<file path="src/rtl/hio_pkg.sv">
// Shared constants and decode result type for the host I/O window decoder.
// Assumes a 32-byte window (16 word offsets) on a 16-bit data bus.
package hio_pkg;
    localparam int DATA_W     = 16;
    localparam int BYTE_W     = 8;
    localparam int OFS_W      = 4;
    localparam int NUM_PADS   = 4;
    localparam int NUM_SCROLL = 4;
    localparam int PAD_IDX_W  = $clog2(NUM_PADS);
    localparam int SCR_IDX_W  = $clog2(NUM_SCROLL);

    // Word offsets inside the window; scroll base is aligned to NUM_SCROLL.
    localparam logic [OFS_W-1:0] OFS_CFG     = 4'd7;
    localparam logic [OFS_W-1:0] OFS_CMD     = 4'd4;
    localparam logic [OFS_W-1:0] OFS_SCROLL0 = 4'd8;
    localparam logic [OFS_W-1:0] OFS_SCR_END = 4'd11;
    localparam logic [OFS_W-1:0] OFS_BANK    = 4'd14;

    typedef struct packed {
        logic                 pad_rd;
        logic [PAD_IDX_W-1:0] pad_idx;
        logic                 cfg_rd;
        logic                 bank_rd;
        logic                 cmd_wr;
        logic                 scroll_wr;
        logic [SCR_IDX_W-1:0] scroll_idx;
        logic                 bank_wr;
    } hio_hit_t;
endpackage

</file>
<file path="src/rtl/hio_addr_decode.sv">
// Address decoder: turns a bus address and strobes into one-hot access hits.
// Assumes the window base is aligned to the window size and that the scroll
// offsets start on a multiple of the scroll count. Offsets with no hit
// (including the discarded write offset) simply produce no action.
module hio_addr_decode
    import hio_pkg::*;
#(
    parameter int                ADDR_W   = 24,
    parameter logic [ADDR_W-1:0] WIN_BASE = 24'h180000
) (
    input  logic [ADDR_W-1:0] bus_addr,
    input  logic              bus_rd,
    input  logic              bus_wr,
    input  logic              lane_hi,
    output hio_hit_t          hit
);
    localparam int TAG_LSB = OFS_W + 1;

    logic             in_win;
    logic [OFS_W-1:0] wofs;
    logic             unused_lsb;

    assign unused_lsb = bus_addr[0];

    // Match the window tag and classify the word offset.
    always_comb begin
        in_win = (bus_addr[ADDR_W-1:TAG_LSB] == WIN_BASE[ADDR_W-1:TAG_LSB]);
        wofs   = bus_addr[OFS_W:1];
        hit    = '0;
        if (in_win && bus_rd) begin
            if (wofs < OFS_W'(NUM_PADS)) begin
                hit.pad_rd  = 1'b1;
                hit.pad_idx = wofs[PAD_IDX_W-1:0];
            end
            hit.cfg_rd  = (wofs == OFS_CFG);
            hit.bank_rd = (wofs == OFS_BANK);
        end
        if (in_win && bus_wr) begin
            hit.cmd_wr = (wofs == OFS_CMD) && lane_hi;
            if (wofs >= OFS_SCROLL0 && wofs <= OFS_SCR_END) begin
                hit.scroll_wr  = 1'b1;
                hit.scroll_idx = wofs[SCR_IDX_W-1:0];
            end
            hit.bank_wr = (wofs == OFS_BANK);
        end
    end
endmodule

</file>
<file path="src/rtl/hio_reg_bank.sv">
// Storage for the scroll registers and the foreground bank register.
// Each register takes byte-lane-qualified writes; reset clears all to zero.
module hio_reg_bank
    import hio_pkg::*;
(
    input  logic                         clk,
    input  logic                         rst_n,
    input  logic                         scroll_wr,
    input  logic [SCR_IDX_W-1:0]         scroll_idx,
    input  logic                         bank_wr,
    input  logic                         lane_hi,
    input  logic                         lane_lo,
    input  logic [DATA_W-1:0]            wdata,
    output logic [NUM_SCROLL*DATA_W-1:0] scroll_flat,
    output logic [DATA_W-1:0]            fg_bank
);
    // Merge new data into an old word under the two lane strobes.
    function automatic logic [DATA_W-1:0] lane_merge(
        input logic [DATA_W-1:0] old_w,
        input logic [DATA_W-1:0] new_w,
        input logic              hi,
        input logic              lo
    );
        logic [DATA_W-1:0] r;
        r = old_w;
        if (hi) r[DATA_W-1:BYTE_W] = new_w[DATA_W-1:BYTE_W];
        if (lo) r[BYTE_W-1:0]      = new_w[BYTE_W-1:0];
        return r;
    endfunction

    for (genvar g = 0; g < NUM_SCROLL; g++) begin : g_scroll
        logic [DATA_W-1:0] scr_q;
        // Hold one scroll word; update on a write aimed at this index.
        always_ff @(posedge clk) begin
            if (!rst_n)
                scr_q <= '0;
            else if (scroll_wr && scroll_idx == SCR_IDX_W'(g))
                scr_q <= lane_merge(scr_q, wdata, lane_hi, lane_lo);
        end
        assign scroll_flat[g*DATA_W +: DATA_W] = scr_q;
    end

    // Hold the foreground bank word.
    always_ff @(posedge clk) begin
        if (!rst_n)
            fg_bank <= '0;
        else if (bank_wr)
            fg_bank <= lane_merge(fg_bank, wdata, lane_hi, lane_lo);
    end
endmodule

</file>
<file path="src/rtl/hio_cmd_latch.sv">
// Sound command mailbox: one byte latch plus a held interrupt line.
// A new command sets the interrupt and overrides a same-cycle acknowledge.
// The sound side sees the byte only at its own latch address while reading.
module hio_cmd_latch
    import hio_pkg::*;
#(
    parameter int                    SND_ADDR_W     = 16,
    parameter logic [SND_ADDR_W-1:0] SND_LATCH_ADDR = 16'hF800
) (
    input  logic                  clk,
    input  logic                  rst_n,
    input  logic                  cmd_wr,
    input  logic [BYTE_W-1:0]     cmd_data,
    input  logic                  snd_ack,
    input  logic [SND_ADDR_W-1:0] snd_addr,
    input  logic                  snd_rd,
    output logic [BYTE_W-1:0]     cmd_byte,
    output logic [BYTE_W-1:0]     snd_rdata,
    output logic                  snd_irq
);
    // Capture the command byte.
    always_ff @(posedge clk) begin
        if (!rst_n)      cmd_byte <= '0;
        else if (cmd_wr) cmd_byte <= cmd_data;
    end

    // Set on command, clear on acknowledge; set has priority.
    always_ff @(posedge clk) begin
        if (!rst_n)       snd_irq <= 1'b0;
        else if (cmd_wr)  snd_irq <= 1'b1;
        else if (snd_ack) snd_irq <= 1'b0;
    end

    // Present the byte on the sound side read port.
    always_comb begin
        snd_rdata = '0;
        if (snd_rd && snd_addr == SND_LATCH_ADDR) snd_rdata = cmd_byte;
    end
endmodule

</file>
<file path="src/rtl/hio_read_mux.sv">
// Read data selector: live input words, configuration word, bank readback.
// Produces zero when no readable offset is hit.
module hio_read_mux
    import hio_pkg::*;
(
    input  hio_hit_t                   hit,
    input  logic [NUM_PADS*DATA_W-1:0] pad_words,
    input  logic [DATA_W-1:0]          cfg_word,
    input  logic [DATA_W-1:0]          fg_bank,
    output logic [DATA_W-1:0]          rdata
);
    logic unused_wr;
    assign unused_wr = hit.cmd_wr ^ hit.scroll_wr ^ hit.bank_wr ^ (^hit.scroll_idx);

    // Select the single read source, zero otherwise.
    always_comb begin
        rdata = '0;
        if (hit.pad_rd)       rdata = pad_words[hit.pad_idx*DATA_W +: DATA_W];
        else if (hit.cfg_rd)  rdata = cfg_word;
        else if (hit.bank_rd) rdata = fg_bank;
    end
endmodule

</file>
<file path="src/rtl/hio_decoder.sv">
// Top of the host I/O window decoder. Wires the address decoder, the register
// storage, the sound command mailbox and the read selector together.
// Assumes single-cycle bus accesses and a synchronous active-low reset.
module hio_decoder
    import hio_pkg::*;
#(
    parameter int                    ADDR_W         = 24,
    parameter logic [ADDR_W-1:0]     WIN_BASE       = 24'h180000,
    parameter int                    SND_ADDR_W     = 16,
    parameter logic [SND_ADDR_W-1:0] SND_LATCH_ADDR = 16'hF800
) (
    input  logic                         clk,
    input  logic                         rst_n,
    input  logic [ADDR_W-1:0]            bus_addr,
    input  logic                         bus_rd,
    input  logic                         bus_wr,
    input  logic                         lane_hi,
    input  logic                         lane_lo,
    input  logic [DATA_W-1:0]            bus_wdata,
    output logic [DATA_W-1:0]            bus_rdata,
    input  logic [NUM_PADS*DATA_W-1:0]   pad_words,
    input  logic [DATA_W-1:0]            cfg_word,
    input  logic [SND_ADDR_W-1:0]        snd_addr,
    input  logic                         snd_rd,
    input  logic                         snd_ack,
    output logic [BYTE_W-1:0]            snd_rdata,
    output logic                         snd_irq,
    output logic [NUM_SCROLL*DATA_W-1:0] scroll_out,
    output logic [DATA_W-1:0]            fg_bank
);
    hio_hit_t          hit;
    logic [BYTE_W-1:0] cmd_byte;

    hio_addr_decode #(.ADDR_W(ADDR_W), .WIN_BASE(WIN_BASE)) u_dec (
        .bus_addr (bus_addr),
        .bus_rd   (bus_rd),
        .bus_wr   (bus_wr),
        .lane_hi  (lane_hi),
        .hit      (hit)
    );

    hio_reg_bank u_regs (
        .clk         (clk),
        .rst_n       (rst_n),
        .scroll_wr   (hit.scroll_wr),
        .scroll_idx  (hit.scroll_idx),
        .bank_wr     (hit.bank_wr),
        .lane_hi     (lane_hi),
        .lane_lo     (lane_lo),
        .wdata       (bus_wdata),
        .scroll_flat (scroll_out),
        .fg_bank     (fg_bank)
    );

    hio_cmd_latch #(.SND_ADDR_W(SND_ADDR_W), .SND_LATCH_ADDR(SND_LATCH_ADDR)) u_cmd (
        .clk       (clk),
        .rst_n     (rst_n),
        .cmd_wr    (hit.cmd_wr),
        .cmd_data  (bus_wdata[DATA_W-1:BYTE_W]),
        .snd_ack   (snd_ack),
        .snd_addr  (snd_addr),
        .snd_rd    (snd_rd),
        .cmd_byte  (cmd_byte),
        .snd_rdata (snd_rdata),
        .snd_irq   (snd_irq)
    );

    hio_read_mux u_rmux (
        .hit       (hit),
        .pad_words (pad_words),
        .cfg_word  (cfg_word),
        .fg_bank   (fg_bank),
        .rdata     (bus_rdata)
    );
endmodule

</file>
<file path="config.mk">
export PLATFORM = sky130hd
export DESIGN_NAME = hio_decoder
export DESIGN_NICKNAME = d
export VERILOG_FILES = /design/src/rtl/hio_pkg.sv /design/src/rtl/hio_addr_decode.sv /design/src/rtl/hio_reg_bank.sv /design/src/rtl/hio_cmd_latch.sv /design/src/rtl/hio_read_mux.sv /design/src/rtl/hio_decoder.sv
export SDC_FILE = /design/constraint.sdc
export NUM_CORES = 1
export LEC_CHECK = 0
export CORE_ASPECT_RATIO = 2
export CORE_MARGIN = 3
export CORE_UTILIZATION = 45
export CTS_BUF_LIST = sky130_fd_sc_hd__clkbuf_16
export CTS_CLUSTER_SIZE = 30
export DETAILED_ROUTE_END_ITERATION = 10
export DONT_BUFFER_PORTS = 1
export GPL_TIMING_DRIVEN = 0
export PLACE_DENSITY = 0.66
export SLEW_MARGIN = 20
export SYNTH_ARGS = -nofsm -noshare
export SYNTH_HDL_FRONTEND = slang
export SYNTH_SLANG_ARGS = --single-unit
</file>
<file path="constraint.sdc">
create_clock -name clk -period 7.6 [get_ports clk]
set_input_delay 2.28 -clock clk [delete_from_list [all_inputs] [get_ports clk]]
set_output_delay 2.28 -clock clk [all_outputs]
set_load 0.01 [all_outputs]
</file>
=== Word-level counts from Yosys, hierarchy flattened ===
Cells that the tools add are included.

* Bits in registers: 89
* Bits of input ports: 144
* Output and inout port bits: 105
* Logic and storage cells: 55

* $lt $le $gt $ge: 3
* Equality and inequality tests: 8
* Shifts and indexed selects: 1
* Mux-type cells: 10
* Reductions and logical operators: 21

{| class="wikitable"
|+ Operators with widths
! cell !! number
|-
| $shiftx A64 B7 Y16 || 1
|-
| $mux W16 || 3
|-
| $reduce_and A2 Y1 || 10
|-
| $eq A19 B16 Y1 const B || 1
|-
| $eq A16 B16 Y1 const B || 1
|-
| $mux W5 || 2
|-
| $logic_and A1 B1 Y1 || 9
|-
| $eq A4 B3 Y1 const B || 2
|-
| $mux W8 || 1
|-
| $mux W3 || 2
|-
| $eq A2 B2 Y1 const B || 2
|-
| $eq A4 B4 Y1 const B || 1
|-
| $ge A4 B4 Y1 const B || 1
|-
| $le A4 B4 Y1 const B || 1
|-
| $lt A4 B3 Y1 const B || 1
|-
| $eq A2 B1 Y1 const B || 1
|-
| $logic_not A2 Y1 || 1
|-
| $mux W1 || 2
|-
| $reduce_bool A2 Y1 || 1
|}

=== Logic depth before layout (Yosys ltp) ===
Gate-level depths: netlist of run 1.

* Depth after elaboration: 7
* Mapped depth: 7
* Gate-level depth less buffers: 4

=== Modules after synthesis ===
Synthesis of run 1 repeated with hierarchy kept, for this count alone.

* Cells, all modules: 470
* Area, all modules: 4689.5 um2

{| class="wikitable"
|+ By module, submodules not included
! module !! instances !! cells each !! area each (um2) !! seq. area each (um2)
|-
| hio_reg_bank || 1 || 307 || 3136.8 || 1601.5
|-
| hio_read_mux || 1 || 81 || 828.3 || 0.0
|-
| hio_cmd_latch || 1 || 52 || 473.0 || 180.2
|-
| hio_addr_decode || 1 || 30 || 251.5 || 0.0
|}

=== Worst setup path before layout of run 1 ===
OpenSTA, ideal clock, no wires.

* Path kind: input -> output
* From: input port bus_addr[11]
* To: output port bus_rdata[10]
* Data arrival time: 4014 ps
* Required time: 5320 ps
* Slack: 1306 ps
* Stages on the path: 7
* Buffers on the path: 3
* Cells stage by stage: or4_1 -> or4_1 -> buf_2 -> buf_6 -> buf_6 -> o21ai_1 -> a31oi_1

* Word-level cells in the longest chain between the ends: 6
* Elaborated cells on any way between the ends: 7
* Those cells by class: 1 x eq/ne; 1 x shift; 4 x mux; 1 x reduce/logical

{| class="wikitable"
|+ Ends and longest elaborated chain
! what !! line !! text
|-
| start, declared || hio_decoder.sv:14 || <nowiki>input logic [ADDR_W-1:0] bus_addr,</nowiki>
|-
| $eq A19 B16 Y1 (*) || hio_addr_decode.sv:27 || <nowiki>in_win = (bus_addr[ADDR_W-1:TAG_LSB] == WIN_BASE[ADDR_W-1:TAG_LSB]);</nowiki>
|-
| $logic_and A1 B1 Y1 (*) || hio_addr_decode.sv:30 || <nowiki>if (in_win && bus_rd) begin</nowiki>
|-
| $mux W5 (*) || hio_addr_decode.sv:30 ||
|-
| parallel branches: the longest is 2 deep, another holds $shiftx A64 B7 Y16 || -- ||
|-
| $mux W16 (*) || hio_read_mux.sv:18 || <nowiki>if (hit.pad_rd) rdata = pad_words[hit.pad_idx*DATA_W +: DATA_W];</nowiki>
|-
| end, declared || hio_decoder.sv:20 || <nowiki>output logic [DATA_W-1:0] bus_rdata,</nowiki>
|}

Every way passes the cells marked *.

=== Worst setup path after layout of run 1 ===
* From: input port bus_addr[11]
* To: output port bus_rdata[11]

The elaborated chain is that of the path after synthesis.

==> results of run 1 <==
-- worst max-delay path, stage by stage --
cell	delay [ns]
or4_1	0.60
nor4_2	0.53
clkbuf_1	0.46
o2111ai_1	0.21
a31oi_1	0.54
-- worst paths after layout --
path	startpoint	end	slack, ns
min reg2reg	u_cmd.cmd_byte[2]$_SDFFE_PN0P_	u_cmd.cmd_byte[2]$_SDFFE_PN0P_	0.48
max reg2reg	u_regs.fg_bank[13]$_SDFFE_PN0P_	u_regs.fg_bank[13]$_SDFFE_PN0P_	6.70
max	bus_addr[11]	bus_rdata[11]	0.69
min	u_cmd.cmd_byte[2]$_SDFFE_PN0P_	u_cmd.cmd_byte[2]$_SDFFE_PN0P_	0.48
-- sequential cells by signal (all words and copies together) (netlist names) --
register,count
u_cmd.snd_irq,1
u_regs.g_scroll.scr_q,64
u_cmd.cmd_byte,8
u_regs.fg_bank,16
-- report_power, final --
group	leakage [nW]	total, mW	switching (mW)	internal [mW]
combinational	0.686	0.0567	0.0326	0.0241
sequential	0.716	0.466	0.0000000244	0.466
clock	0.159	0.476	0.188	0.288
-- synthesized netlist by cell type (2+ instances only) --
cell	n
a21boi_1	53
o21ai_0	55
buf_2	4
o21ai_1	49
nor3b_1	2
and3_1	3
nand3_1	101
dfxtp_1	89
or3_1	4
and2_1	10
o221ai_1	16
clkbuf_1	46
nor2_1	4
and3b_1	3
buf_6	6
or4_1	2
nand3b_1	4
nand2_1	34
a31oi_1	15
a21boi_0	35
nand4_1	16
nor4b_1	2
mux2_2	16
buf_1	4
o2111ai_1	16
nor3_1	11
-- cell type report --
type	instances	area share, %
plain buffers	60	5.074
inverters	1	0.06919
clock buffers	9	4.151
well taps	137	3.160
multi-input cells	463	52.93
clock inverters	7	1.730
flip-flops and latches	89	32.84
diodes	1	0.04613
-- logic make-up (layout without fill, tap and decap cells) --
logic type             Yosys count  after routing  synth area share, %
AOI/OAI and AO/OA              242            242                32.06
and+or+nand+nor                205            205                22.50
DFF                             89             89                36.12
buffers and inverters           61             77                5.657
muxes                           16             16                3.653
other                            0              1                    0
-- stage by stage --
| step | hold WS (ns) | std cells |
|---|---|---|
| 6_report | 0.4775 | 767 |
| 5_1_grt | 0.5083 | 767 |
| 4_1_cts | 0.4788 | 766 |
| 3_5_place_dp | 0.4703 | 750 |
| 3_3_place_gp | 0.4616 | 750 |
| 2_1_floorplan | 0.4487 | 613 |
-- metal layers --
layer	global-route usage, %	wire [um]
met5	0	0
met1	28.24	6502
met4	19.10	1255
met3	9.672	1826
met2	59.26	10850
==> flow_summary.json, run 1 <==
{
  "totalPowerFinal_mw": 0.9987,
  "netlist_area_um2": 4932,
  "grt_max_degree": 16,
  "path_clk_slew_ns": 0.06,
  "r2r_cells": 2,
  "grt_pass1_wl_um": 29340,
  "max_slew_margin_pct": 27.06,
  "dieArea_um2": 12330,
  "start_kind": "input port",
  "cts_hold_repair.buffers": 0,
  "syn_to_final_growth_pct": 9.995,
  "grt.total_usage_pct": 31.67,
  "vias": 5108,
  "final_cell_mix": "101 x nand3_1, 89 x dfxtp_1, 55 x o21ai_0",
  "cts_resized": 0,
  "gr-total-overflow": 0,
  "wire_per_inst_um": 26.63,
  "vias_per_cell": 6.660,
  "setup_ws_ns": 0.6893,
  "rsz0062_at_grt": "no",
  "fin_crit_ns": 6.911,
  "drt_wl_total_um": 20430,
  "drive_gt1_share_pct": 7.472,
  "firstDrtPassIters": 5,
  "crit_required_ns": 5.32,
  "postPlaceCellArea_um2": 5104,
  "cts_buffers": 9,
  "cts_sinks": 89,
  "layout_commonest_cell": "nand3_1",
  "io_pins": 249,
  "hold_depth": 2,
  "dp_hpwl_um": 16310,
  "critPathCaptureType": "output pin",
  "grt_pass1_vias": 5078,
  "die_y_um": 154.1,
  "synth_edf_count": 0,
  "fmax_mhz": 144.7,
  "hold_violations": 0,
  "period_share_pct": 90.93,
  "seq_area_um2": 1782,
  "worstSetupPathType": "in -> out",
  "insertion_delay_ns": 0.34,
  "fin_skew_ns": 0,
  "async_flop_share_pct": 0,
  "drcViolationCount": 0,
  "synth_top_area_share_pct": 36.12,
  "post-route-util_pct": 51.13,
  "die_w_um": 80.03,
  "cts_tree": "yes",
  "io_buffers": 0,
  "synth_area_leaders": "dfxtp_1 36%, nand3_1 10%, a21boi_1 8.1%",
  "hold_class": "reg -> reg",
  "p_leak_nw": 1.561,
  "max-cap-violations": 0,
  "fin_setup_tns_ns": 0,
  "ys.flop_type": "dfxtp_1",
  "powerDensity_nw_per_um2": 184.1,
  "fillers": 1056,
  "seq_area_frac_synth_pct": 36.12,
  "h-tree-depth": 3,
  "cts-root-buf": "clkbuf_16",
  "report.final.slew_viol_count": 0,
  "multi_input_comb_area_um2": 2872,
  "path_max_fanout": 10,
  "ys_types": 39,
  "ant_nets": 0,
  "drt_iter0_drc": 303,
  "max-vdd-ir-drop_v": 0.0001611,
  "yosysTopAreaCell": "dfxtp_1",
  "crit_arrival_ns": 4.63,
  "rows": 53,
  "synth.avg_cell_area_um2": 8.046,
  "status": "complete, no violations",
  "yosys_warnings": 0,
  "finalSetupViolCount": 0,
  "ys_seq_elements": 89,
  "worst_slew_pin_slew_ns": 1.086,
  "cts.path.max_buffers": 2,
  "pre_cts_slack_ns": 0.8383,
  "place_congestion": 0.9644,
  "netlist_instances": 613,
  "coreArea_um2": 10610,
  "fin_area_um2": 5425,
  "cts_setup_buffers": 0,
  "synthesis.nets": 757,
  "initial_utilization_pct": 46.49,
  "nets": 768,
  "antenna_found_initial": 1
}
No activity file was read; power rests on OpenSTA's default activity.
==> run 2: changes to the inputs <==
Settings changed: PLACE_DENSITY 0.66 to unset.
Clock period 7.6 ns to 5.7 ns, I/O delays scaled along.
==> flow_summary.json, run 2 (synthesis results as in run 1) <==
{
  "final_cell_mix": "101 x nand3_1, 89 x dfxtp_1, 55 x o21ai_0",
  "place_congestion": 0.8840,
  "vias": 5085,
  "grt_max_degree": 16,
  "dp.cells": 750,
  "nets": 768,
  "instances_no_fill": 767,
  "antenna_found_initial": 1,
  "vias_per_cell": 6.630,
  "max_slew_margin_pct": 31.41,
  "grt_pass1_vias": 5098,
  "fin_skew_ns": 0,
  "insertion_delay_ns": 0.34,
  "initial_utilization_pct": 46.49,
  "start_kind": "input port",
  "largest_reg_flops": 64,
  "multi_input_comb_area_um2": 2887,
  "cts-root-buf": "clkbuf_16",
  "layout_commonest_cell": "nand3_1",
  "max-vdd-ir-drop_v": 0.0001948,
  "grt_pass1_wl_um": 29770,
  "rsz0062_at_grt": "no",
  "regMostFlops": "u_regs.g_scroll.scr_q",
  "path_max_fanout": 10,
  "postPlaceCellArea_um2": 5104,
  "period_share_pct": 98.26,
  "fmax_mhz": 178.6,
  "die_w_um": 80.03,
  "io_buffers": 0,
  "gr-total-overflow": 0,
  "drt_wl_total_um": 20430,
  "critPathCaptureType": "output pin",
  "cts_tree": "yes",
  "wire_per_inst_um": 26.64,
  "cts_setup_buffers": 0,
  "p_leak_nw": 1.567,
  "fin_area_um2": 5418,
  "rows": 53,
  "crit_required_ns": 3.99,
  "setup_ws_ns": 0.09944,
  "top_regs": "u_regs.g_scroll.scr_q x64, u_regs.fg_bank x16, u_cmd.cmd_byte x8",
  "drive_gt1_share_pct": 7.949,
  "path_clk_slew_ns": 0.06,
  "die_y_um": 154.1,
  "firstDrtPassIters": 5,
  "regToRegSetupSlack_ns": 4.84,
  "hold_violations": 0,
  "grt.total_usage_pct": 32.21,
  "cts.path.max_buffers": 2,
  "coreArea_um2": 10610,
  "fin_crit_ns": 5.601,
  "powerDensity_nw_per_um2": 237.7,
  "status": "complete, no violations",
  "post-route-util_pct": 51.06,
  "drcViolationCount": 0,
  "drt_iter0_drc": 218,
  "dieArea_um2": 12330,
  "h-tree-depth": 3,
  "crit_arrival_ns": 3.89,
  "ant_nets": 0,
  "io_pins": 249,
  "max-cap-violations": 0,
  "syn_to_final_growth_pct": 9.843,
  "worst_slew_pin_slew_ns": 1.021,
  "hold_class": "reg -> reg",
  "pre_cts_slack_ns": -0.07730,
  "worstSetupPathType": "in -> out",
  "fillers": 1065,
  "report.final.slew_viol_count": 0,
  "finalSetupViolCount": 0,
  "fin_hold_ws_ns": 0.4703,
  "seq_area_um2": 1782,
  "dp_hpwl_um": 16080,
  "cts_buffers": 9,
  "cts_sinks": 89
}
[run 2: report_power, final]
part           total, mW  internal, mW  leakage [nW]  switching (mW)
clock              0.589         0.340         0.145           0.249
combinational     0.0772        0.0322         0.705          0.0449
sequential         0.622         0.622         0.716    0.0000000313
[run 2: stage by stage]
step | power [mW] | TNS [ns]
6_report | 1.288 | 0
5_1_grt | 1.330 | 0
4_1_cts | 1.291 | 0
3_5_place_dp | 0.7109 | -0.1250
3_3_place_gp | 0.7096 | -0.1346
2_1_floorplan | 0.6944 | 0
[run 2: layout make-up]
cell class	instances	area share, %
multi-input combinational	463	53.28
sequential	89	32.89
buffer	60	5.127
clock buffer	9	4.157
tap	137	3.164
clock inverter	7	1.270
inverter	1	0.06928
antenna	1	0.04619
[run 2: worst paths after layout]
| check | from | end | depth (start not counted) |
|---|---|---|---|
| min reg2reg | u_cmd.cmd_byte[7]$_SDFFE_PN0P_ | u_cmd.cmd_byte[7]$_SDFFE_PN0P_ | 2 |
| min | u_cmd.cmd_byte[7]$_SDFFE_PN0P_ | u_cmd.cmd_byte[7]$_SDFFE_PN0P_ | 2 |
| max | bus_addr[11] | bus_rdata[12] | 5 |
| max reg2reg | u_regs.fg_bank[11]$_SDFFE_PN0P_ | u_regs.fg_bank[11]$_SDFFE_PN0P_ | 2 |
[run 2: critical path, stage by stage]
cell      delay, ns
or4_1          0.63
nor4_4         0.41
clkbuf_1       0.42
nand4_1        0.21
a31oi_1        0.51
[run 2: per-layer routing]
layer	share of wire [%]	up-vias	track usage [%]
met3	9.9	73	11.90
met5	0	-	0
met1	31	2383	29.06
met4	7.3	0	22.40
li1	-	2342	-
met2	51	287	57.08
[run 2: what timing repair did]
action,CTS,global route
hold buffers,0,0
setup endpoints to repair,2,3
resized for setup,1,5
endpoints found under the hold margin,0,0
==> run 3: changes to the inputs <==
Settings changed: SYNTH_HIERARCHICAL set to 1.
==> flow_summary.json, run 3 <==
{
  "status": "complete, no violations",
  "max-vdd-ir-drop_v": 0.0002578,
  "path_clk_slew_ns": 0.07,
  "nets": 625,
  "crit_family": "simple AND/OR/NAND/NOR gates",
  "path_max_fanout": 10,
  "netlist_top_cells_count": "104 x mux2i_1, 89 x dfxtp_1, 85 x nand2_1",
  "max_slew_margin_pct": 52.98,
  "grt_pass1_vias": 3817,
  "synth.avg_cell_area_um2": 9.978,
  "drcViolationCount": 0,
  "rsz0062_at_grt": "no",
  "yosysMostFrequentCell": "mux2i_1",
  "place_congestion": 0.8225,
  "firstDrtPassIters": 4,
  "ant_nets": 0,
  "drt_iter0_drc": 118,
  "seq_area_um2": 1782,
  "fillers": 993,
  "multi_input_comb_area_um2": 2581,
  "ys.flop_type": "dfxtp_1",
  "fin_setup_tns_ns": 0,
  "gr-total-overflow": 0,
  "cts-root-buf": "clkbuf_16",
  "dp_hpwl_um": 11750,
  "max_stage_delay_ns": 0.56,
  "grt.total_usage_pct": 23.12,
  "coreArea_um2": 10150,
  "pwr-share-seq_pct": 48.2,
  "p_sw_share_pct": 23.09,
  "synth_edf_count": 0,
  "antenna_found_initial": 1,
  "fmax_mhz": 180.1,
  "die_w_um": 78.19,
  "ys_types": 32,
  "period_share_pct": 97.44,
  "cts_hold_repair.buffers": 0,
  "drt_wl_total_um": 14140,
  "clkPwrFrac_pct": 47.8,
  "crit_start": "bus_addr[7]",
  "synth_area_leaders": "dfxtp_1 38%, mux2i_1 22%, nand2_1 6.8%",
  "cts_sinks": 89,
  "h-tree-depth": 3,
  "synthesis.nets": 614,
  "totalPowerFinal_mw": 1.288,
  "crit_arrival_ns": 3.84,
  "hold_class": "reg -> reg",
  "final_cell_mix": "104 x mux2i_1, 89 x dfxtp_1, 85 x nand2_1",
  "critPathCaptureType": "output pin",
  "async_flop_share_pct": 0,
  "regMostFlops": "u_regs/g_scroll.scr_q",
  "vias_per_cell": 5.857,
  "crit_top_cell": "a221oi_1",
  "layout_commonest_cell": "mux2i_1",
  "fin_skew_ns": 0,
  "r2r_start": "u_regs/fg_bank[7]$_SDFFE_PN0P_",
  "p_sw_mw": 0.2974,
  "report.final.slew_viol_count": 0,
  "internal_power_mw": 0.9907,
  "yosys_warnings": 6,
  "top_regs": "u_regs/g_scroll.scr_q x64, u_regs/fg_bank x16, u_cmd/cmd_byte x8",
  "fin_crit_ns": 5.554,
  "insertion_delay_ns": 0.33,
  "post-route-util_pct": 51.05,
  "crit_chain": "nor4_4, nand4_4, nor4_1, nor2b_4, buf_6, a221oi_1, a221oi_1",
  "wire_per_inst_um": 22.74,
  "fin_hold_ws_ns": 0.5098,
  "io_pins": 249,
  "cts_buffers": 9,
  "cts_tree": "yes",
  "crit_required_ns": 3.99,
  "powerDensity_nw_per_um2": 248.6,
  "drive_gt1_share_pct": 17.49,
  "worstSetupPathType": "in -> out",
  "grt_pass1_wl_um": 20990,
  "netlist_instances": 470,
  "hold_violations": 0,
  "yosysTopAreaCell": "dfxtp_1",
  "synth_top_area_share_pct": 37.99,
  "cts_setup_buffers": 0,
  "cts_resized": 0,
  "finalSetupViolCount": 0,
  "crit_buf_inv": 1,
  "syn_to_final_growth_pct": 10.49,
  "vias": 3643,
  "netlist_area_um2": 4689,
  "rows": 52,
  "p_comb_share_pct": 4.0,
  "hold_path_startpoint": "u_regs/g_scroll[1].scr_q[3]$_SDFFE_PN0P_",
  "grt_max_degree": 19,
  "die_y_um": 150.4,
  "io_buffers": 0,
  "cts.path.max_buffers": 2,
  "start_kind": "input port",
  "largest_reg_flops": 64,
  "worst_slew_pin_slew_ns": 0.6988,
  "ys_seq_elements": 89,
  "dieArea_um2": 11760,
  "initial_utilization_pct": 46.20,
  "slowest_stage": "nor4_1",
  "p_leak_nw": 2.093,
  "seq_area_frac_synth_pct": 37.99,
  "max-cap-violations": 0,
  "regToRegSetupSlack_ns": 4.78
}
-- run 3: cell types whose count changed in the layout (fill, tap and decap cells not counted), sizes merged, moves of 17 or more --
cell / delta
nand2: +51
o21ai: -104
buf: +17
nor4: +17
clkbuf: -35
a21boi: -88
nand3: -81
mux2i: +104
a221oi: +32
-- run 3: cell type report --
cell class                      count  area share [%]
Multi-Input combinational cell    335           49.82
Tap cell                          135           3.260
Buffer                             42           6.013
Sequential cell                    89           34.39
Clock inverter                      7           1.835
Inverter                            4          0.2898
Clock buffer                        9           4.347
Antenna cell                        1         0.04830
-- run 3: stage by stage --
stage / cell area [um2] / setup slack [ns] / instances
3_3_place_gp: 4858 / 0.1733 / 605
2_1_floorplan: 4690 / 0.6239 / 470
5_1_grt: 5181 / 0.008975 / 622
4_1_cts: 5179 / 0.1506 / 621
3_5_place_dp: 4858 / 0.1597 / 605
6_report: 5181 / 0.1461 / 622
-- run 3: power groups by stage --
stage / registers (mW) / logic [mW] / clock network [mW]
floorplan: 0.636 / 0.0388 / 0
global route: 0.621 / 0.0568 / 0.655
CTS: 0.621 / 0.0516 / 0.633
finish: 0.621 / 0.0510 / 0.616
detailed placement: 0.636 / 0.0515 / 0
global placement: 0.636 / 0.0498 / 0
-- run 3: tightest hold or removal path, cell delays in order (launching register included) --
cell     delay (ns)
dfxtp_1        0.35
nand2_1        0.06
mux2i_1        0.05
-- run 3: worst paths after layout --
path | endpoint | cells after the start
setup / recovery | bus_rdata[3] | 7
hold reg to reg | u_regs/g_scroll[1].scr_q[3]$_SDFFE_PN0P_ | 2
setup reg to reg | u_regs/fg_bank[7]$_SDFFE_PN0P_ | 2
hold / removal | u_regs/g_scroll[1].scr_q[3]$_SDFFE_PN0P_ | 2
-- run 3: metal layers --
layer  global-route usage, %  vias to the layer above  routed length, um  part of all wire (%)
li1                        -                     1731                  -                     -
met1                   20.56                     1724               4304                    30
met2                   46.26                      164               8226                    58
met3                   6.766                       24               1219                   8.6
met4                   10.25                        0                393                   2.8
met5                       0                        -                  0                     0
-- run 3: kinds of logic after synthesis --
group,Yosys count,synth area share (%)
AND/OR/NAND/NOR,166,20.25
buffers and inverters,46,6.964
multiplexers,104,22.20
flip-flops,89,37.99
AO/OA/AOI/OAI,65,12.59
